### config.mk
export PLATFORM = sky130hd
export DESIGN_NAME = irqc_top
export DESIGN_NICKNAME = d
export VERILOG_FILES = /design/src/rtl/irqc_pkg.sv /design/src/rtl/irqc_edge.sv /design/src/rtl/irqc_regs.sv /design/src/rtl/irqc_prio.sv /design/src/rtl/irqc_top.sv
export SDC_FILE = /design/constraint.sdc
export NUM_CORES = 1
export LEC_CHECK = 0
export ABC_CLOCK_PERIOD_IN_PS = 3200
export CORE_ASPECT_RATIO = 0.5
export CORE_MARGIN = 5
export CORE_UTILIZATION = 30
export CTS_BUF_LIST = sky130_fd_sc_hd__clkbuf_2
export CTS_CLUSTER_DIAMETER = 100
export DETAILED_ROUTE_END_ITERATION = 7
export GPL_ROUTABILITY_DRIVEN = 0
export PLACE_DENSITY_LB_ADDON = 0.2
export RECOVER_POWER = 50
export SLEW_MARGIN = 20
export SYNTH_ARGS = -nofsm -noshare
export SYNTH_HDL_FRONTEND = slang
export SYNTH_HIERARCHICAL = 1
export SYNTH_SLANG_ARGS = --single-unit
export TNS_END_PERCENT = 50
### constraint.sdc
create_clock -name clk -period 3.2 [get_ports clk]
set_input_delay 0.96 -clock clk [delete_from_list [all_inputs] [get_ports clk]]
set_output_delay 0.96 -clock clk [all_outputs]
set_load 0.005 [all_outputs]
### src/rtl/irqc_pkg.sv
package irqc_pkg;

    // Which register a bus offset selects
    typedef enum logic [2:0] {
        RS_NONE,
        RS_ENABLE,
        RS_PEND,
        RS_RAISE,
        RS_DROP
    } regsel_t;

endpackage

### src/rtl/irqc_edge.sv
module irqc_edge #(
    parameter int W = 16
) (
    input  logic         clk,
    input  logic         rst_n,
    input  logic [W-1:0] req_in,
    input  logic [W-1:0] keep,
    output logic [W-1:0] rise
);
    logic [W-1:0] prev_d, prev_q;

    always_comb begin
        prev_d = req_in;
        rise   = req_in & ~prev_q & keep;
    end

    always_ff @(posedge clk or negedge rst_n) begin
        if (!rst_n) prev_q <= '0;
        else        prev_q <= prev_d;
    end

    // A reported edge needs the line high now
    AST_RISE_LINE_HIGH: assert property (@(posedge clk) disable iff (!rst_n)
        (|rise) |-> ((rise & req_in) == rise));
endmodule

### src/rtl/irqc_regs.sv
module irqc_regs
    import irqc_pkg::*;
#(
    parameter int                 NUM_SRC    = 15,
    parameter int                 ADDR_W     = 8,
    parameter int                 DATA_W     = 32,
    parameter int                 LVL_W      = 4,
    parameter logic [ADDR_W-1:0]  OFF_ENABLE = 8'h90,
    parameter logic [ADDR_W-1:0]  OFF_PEND   = 8'h94,
    parameter logic [ADDR_W-1:0]  OFF_RAISE  = 8'h98,
    parameter logic [ADDR_W-1:0]  OFF_DROP   = 8'h9C
) (
    input  logic               clk,
    input  logic               rst_n,
    input  logic               bus_sel,
    input  logic               bus_wr,
    input  logic [ADDR_W-1:0]  bus_addr,
    input  logic [DATA_W-1:0]  bus_wdata,
    output logic [DATA_W-1:0]  bus_rdata,
    input  logic [NUM_SRC:0]   rise,
    input  logic               ack_valid,
    input  logic [LVL_W-1:0]   ack_level,
    output logic [NUM_SRC:0]   enable_vec,
    output logic [NUM_SRC:0]   pend_vec,
    output logic [NUM_SRC:0]   raise_vec
);
    localparam int V = NUM_SRC + 1;
    localparam logic [V-1:0] VALID = {{NUM_SRC{1'b1}}, 1'b0};

    typedef struct packed {
        logic [V-1:0] enable;
        logic [V-1:0] pend;
        logic [V-1:0] raise;
    } st_t;

    st_t          s_d, s_q;
    regsel_t      rsel;
    logic [V-1:0] wdata_v;
    logic [V-1:0] drop_bits;
    logic [V-1:0] ack_bits;
    logic [V-1:0] rd_v;
    logic         unused_hi;

    assign wdata_v   = bus_wdata[V-1:0];
    assign unused_hi = ^bus_wdata[DATA_W-1:V];

    always_comb begin
        if      (bus_addr == OFF_ENABLE) rsel = RS_ENABLE;
        else if (bus_addr == OFF_PEND)   rsel = RS_PEND;
        else if (bus_addr == OFF_RAISE)  rsel = RS_RAISE;
        else if (bus_addr == OFF_DROP)   rsel = RS_DROP;
        else                             rsel = RS_NONE;
    end

    always_comb begin
        ack_bits = '0;
        for (int i = 1; i <= NUM_SRC; i++) begin
            ack_bits[i] = ack_valid && (ack_level == LVL_W'(i));
        end
        drop_bits = (bus_sel && bus_wr && rsel == RS_DROP) ? wdata_v : '0;
    end

    always_comb begin
        s_d = s_q;
        if (bus_sel && bus_wr && rsel == RS_ENABLE) begin
            s_d.enable = wdata_v & VALID;
        end
        if (bus_sel && bus_wr && rsel == RS_RAISE) begin
            s_d.raise = wdata_v & VALID;
        end else begin
            s_d.raise = s_q.raise & ~ack_bits;
        end
        s_d.pend = ((s_q.pend & ~drop_bits & ~ack_bits) | rise) & VALID;
    end

    always_ff @(posedge clk or negedge rst_n) begin
        if (!rst_n) s_q <= '0;
        else        s_q <= s_d;
    end

    always_comb begin
        rd_v = '0;
        if (bus_sel && !bus_wr) begin
            case (rsel)
                RS_ENABLE: rd_v = s_q.enable;
                RS_PEND:   rd_v = s_q.pend;
                RS_RAISE:  rd_v = s_q.raise;
                default:   rd_v = '0;
            endcase
        end
        bus_rdata = {{(DATA_W-V){1'b0}}, rd_v};
    end

    assign enable_vec = s_q.enable;
    assign pend_vec   = s_q.pend;
    assign raise_vec  = s_q.raise;

    AST_ACK_DROPS: assert property (@(posedge clk) disable iff (!rst_n)
        (ack_valid && ack_level != '0 && int'(ack_level) <= NUM_SRC && !rise[ack_level])
        |=> !s_q.pend[$past(ack_level)]);
    AST_EDGE_LATCHES: assert property (@(posedge clk) disable iff (!rst_n)
        (|rise) |=> ((s_q.pend & $past(rise)) == $past(rise)));
    AST_BIT0_EMPTY: assert property (@(posedge clk) disable iff (!rst_n)
        !s_q.pend[0] && !s_q.enable[0] && !s_q.raise[0]);
endmodule

### src/rtl/irqc_prio.sv
module irqc_prio #(
    parameter int NUM_SRC = 15,
    parameter int LVL_W   = 4
) (
    input  logic [NUM_SRC:0]  req,
    output logic [LVL_W-1:0]  level
);
    always_comb begin
        level = '0;
        for (int i = 0; i <= NUM_SRC; i++) begin
            if (req[i]) level = LVL_W'(i);
        end
    end
endmodule

### src/rtl/irqc_top.sv
module irqc_top #(
    parameter int          NUM_SRC   = 15,
    parameter int          ADDR_W    = 8,
    parameter int          DATA_W    = 32,
    parameter int          TRAP_W    = 8,
    parameter int          TRAP_BASE = 16,
    parameter int          LVL_W     = $clog2(NUM_SRC + 1)
) (
    input  logic               clk,
    input  logic               rst_n,
    input  logic               bus_sel,
    input  logic               bus_wr,
    input  logic [ADDR_W-1:0]  bus_addr,
    input  logic [DATA_W-1:0]  bus_wdata,
    output logic [DATA_W-1:0]  bus_rdata,
    input  logic [NUM_SRC:0]   irq_in,
    input  logic               ack_valid,
    input  logic [LVL_W-1:0]   ack_level,
    output logic [LVL_W-1:0]   irq_level,
    output logic [TRAP_W-1:0]  irq_trap
);
    localparam logic [NUM_SRC:0] KEEP = {{NUM_SRC{1'b1}}, 1'b0};

    logic [NUM_SRC:0] rise;
    logic [NUM_SRC:0] enable_vec, pend_vec, raise_vec;
    logic [NUM_SRC:0] active;

    irqc_edge #(.W(NUM_SRC + 1)) u_edge (
        .clk    (clk),
        .rst_n  (rst_n),
        .req_in (irq_in),
        .keep   (KEEP),
        .rise   (rise)
    );

    irqc_regs #(
        .NUM_SRC (NUM_SRC),
        .ADDR_W  (ADDR_W),
        .DATA_W  (DATA_W),
        .LVL_W   (LVL_W)
    ) u_regs (
        .clk        (clk),
        .rst_n      (rst_n),
        .bus_sel    (bus_sel),
        .bus_wr     (bus_wr),
        .bus_addr   (bus_addr),
        .bus_wdata  (bus_wdata),
        .bus_rdata  (bus_rdata),
        .rise       (rise),
        .ack_valid  (ack_valid),
        .ack_level  (ack_level),
        .enable_vec (enable_vec),
        .pend_vec   (pend_vec),
        .raise_vec  (raise_vec)
    );

    assign active = (pend_vec | raise_vec) & enable_vec;

    irqc_prio #(.NUM_SRC(NUM_SRC), .LVL_W(LVL_W)) u_prio (
        .req   (active),
        .level (irq_level)
    );

    always_comb begin
        irq_trap = (irq_level != '0) ? TRAP_W'(TRAP_BASE + int'(irq_level)) : '0;
    end

    AST_GRANT_ENABLED: assert property (@(posedge clk) disable iff (!rst_n)
        (irq_level != '0) |-> enable_vec[irq_level]);
    AST_GRANT_ACTIVE: assert property (@(posedge clk) disable iff (!rst_n)
        (irq_level != '0) |-> (pend_vec[irq_level] || raise_vec[irq_level]));
    AST_IDLE_NOTHING: assert property (@(posedge clk) disable iff (!rst_n)
        (irq_level == '0) |-> (((pend_vec | raise_vec) & enable_vec) == '0));
    AST_NONE_HIGHER: assert property (@(posedge clk) disable iff (!rst_n)
        ((((pend_vec | raise_vec) & enable_vec) >> irq_level) >> 1) == '0);
endmodule

==> qor_table.md <==
| Parameter | Reported |
| --- | --- |
| Setup skew after layout | 11.2 ps |
| Final antenna-violating net count | 0 |
| TritonCTS Buffers | 9 |
| Pin count of the biggest net entering global routing | 33 |
| Effective utilization at floorplan | 30.8% |
| Post-Place Worst Slack | -570 ps |
| Buffer levels on the longest clock path | 2 |
| Final setup viols | 6 |
| All-layer global routing usage | 15.4% |
| Clock group share of total power | 23.8% |
| Mapped Cells | 327 |
| Proportion of layout cells with a drive suffix above 1 | 36.1% |
| Max-cap check violation count | 0 |
| Clock tree from TritonCTS | done |
| Critical path type | reg -> out |
| Critical Path Sink Type | output port |
| Hold violation total from the final report | 0 |
| Root buffer selected by CTS | sky130_fd_sc_hd__clkbuf_2 |
| Half-perimeter wire length of the detailed placement result | 7.26 mm |
| Crit path setup slack, layout | -207 ps |
| Via count of the first global-routing pass | 2962 |
| Commonest non-fill, non-tap cell in the layout | sky130_fd_sc_hd__dfrtp_1 |
| Normalized max-slew margin | 7.02% |
| Power share of the combinational group | 22.6% |
| Clock insertion delay at the later pin of the skew report | 500 ps |
| Switching power share of the total | 29.5% |
| Internal cell power | 1.09 mW |
| Total net switching power | 0.457 mW |
| Port Buffers | 70 |
| Initial antenna violation count | 0 |
| Data required time of the critical path | 2240 ps |
| Class of the tightest hold or removal check | reg -> reg |
| Wire length after detailed routing | 10.6 mm |
| Drt first-iter violations | 144 |
| Commonest cells after routing, fill and taps aside | sky130_fd_sc_hd__dfrtp_1 (60), sky130_fd_sc_hd__buf_4 (36), sky130_fd_sc_hd__conb_1 (35) |
| Remaining Overflow, GRT | 0 |
| Number of core rows | 27 |
| Die X-Extent | 160 µm |
| Shortest clock period the worst path allows after layout | 3410 ps |
| Floorplan die area | 13700 µm² |
| Total Negative Setup Slacks | -619 ps |
| Leakage power summed over all cells | 2.15 nW |
| Kind of launch point of the worst setup path | flip-flop |
| Portion of the clock cycle consumed by the worst path in the final layout | 106% |
| Area of the mapped netlist | 3390 µm² |
| Wire length of the first global-routing pass | 16.2 mm |
| Worst EP arrival | 2450 ps |
| Violations in the final reports | negative setup slack |
| DRC violations left | 0 |
| Max Clock Freq | 0.293 GHz |
| Core region area | 11000 µm² |
| Via count | 2959 |
| Die boundary height | 85.2 µm |
| YS warnings | 6 |
| Max-slew violation count | 0 |
| Synthesis-to-finish area growth | 37.7% |
| Max rail drop VDD | 0.106 mV |
| Number of levels in the clock H-tree | 3 |
| Number of nets in the layout | 511 |
| Routed wire per std cell | 17.9 µm |
| Filler cells | 1115 |
| Number of I/O pins | 109 |
| Slew at the pin closest to its max-slew limit | 1390 ps |
| Footprint of the flip-flops and latches | 1500 µm² |
| Average footprint of a synthesized cell | 10.4 µm² |
| Sinks on the clock net | 60 |
| RSZ-0062 raised after global routing | true |
| Number of iterations in the first detailed-routing pass | 4 |
| Via-per-instance ratio | 4.98 |
| Sequential group share of total power | 53.6% |
| Area of the multi-input gates | 1860 µm² |
| Status | finished, violations left |
| Number of diodes | 0 |
| Power density over the cells | 331 nW/µm² |
| Clk slew on worst S/H paths | 170 ps |
| Maximum fanout along the worst path | 3 |
==> critical path, cell delays in order, from the launching register on <==
cell and delay (ps):
sky130_fd_sc_hd__dfrtp_1 420, sky130_fd_sc_hd__o21a_2 250, sky130_fd_sc_hd__or3b_1 370, sky130_fd_sc_hd__a311oi_2 250
sky130_fd_sc_hd__a31oi_1 80, sky130_fd_sc_hd__or4_1 420, sky130_fd_sc_hd__buf_2 150
==> flip-flops by register name, summed over array words and instances (netlist names) <==
signal	count
u_edge/prev_q	15
u_regs/pend_vec	15
u_regs/enable_vec	15
u_regs/raise_vec	15
==> layer usage <==
metal  wire, µm  part of all wire [%]  vias to the layer above  global-route usage [%]
li1           -                     -                     1394                       -
met5          0                     0                        -                       0
met2       4730                    45                       88                    23.3
met4         87                  0.82                        0                    3.28
met3        632                   5.9                        6                    4.56
met1       5170                    49                     1471                    21.8
==> path summary, 6_finish.rpt <==
kind                                                          to                              from  cells past startpoint  slack, ps
worst max-delay path                                 irq_trap[4]     u_regs/pend_vec[11]$_DFF_PN0_                      6       -210
worst min-delay path            u_regs/enable_vec[3]$_DFFE_PN0P_  u_regs/enable_vec[3]$_DFFE_PN0P_                      1        560
worst max register to register     u_regs/pend_vec[10]$_DFF_PN0_     u_regs/pend_vec[10]$_DFF_PN0_                      3       2260
worst min register to register  u_regs/enable_vec[3]$_DFFE_PN0P_  u_regs/enable_vec[3]$_DFFE_PN0P_                      1        560
max in group asynchronous            u_edge/prev_q[13]$_DFF_PN0_                             rst_n                      2        600
min in group asynchronous             u_edge/prev_q[1]$_DFF_PN0_                             rst_n                      1        700
==> area by class of cell <==
cell class / count / share of cell area (%)
tap: 145 / 3.89
multi-input combinational: 256 / 39.9
timing repair buffer: 118 / 22.5
sequential: 60 / 32.2
clock inverter: 4 / 0.402
inverter: 1 / 0.0804
clock buffer: 10 / 1.07
==> power by group through the flow <==
stage,logic [mW],registers [mW],clock network (mW)
floorplan,0.156,0.839,0
global placement,0.337,0.844,0
detailed placement,0.340,0.845,0
CTS,0.347,0.830,0.387
global route,0.380,0.836,0.420
finish,0.349,0.830,0.368
==> timing repair <==
| item | CTS | global route |
|---|---|---|
| hold buffers | 0 | 0 |
| endpoints found under the setup margin | 24 | 24 |
| gates cloned | 3 | 1 |
| resized for setup | 110 | 14 |
| setup buffers | 3 | 3 |
| pin swaps | 8 | 3 |
==> metrics by stage <==
step / instance area, µm² / std cells / util (%) / power, mW / hold slack, ps
after global placement: 4440 / 570 / 40.3 / 1.18 / 518
after CTS: 4610 / 590 / 41.8 / 1.56 / 404
after global routing: 4670 / 594 / 42.4 / 1.64 / 572
after detailed placement: 4440 / 570 / 40.3 / 1.18 / 524
final: 4670 / 594 / 42.4 / 1.55 / 557
after floorplan: 3510 / 359 / - / 0.995 / 503
Power figures use the tool's default switching activity.
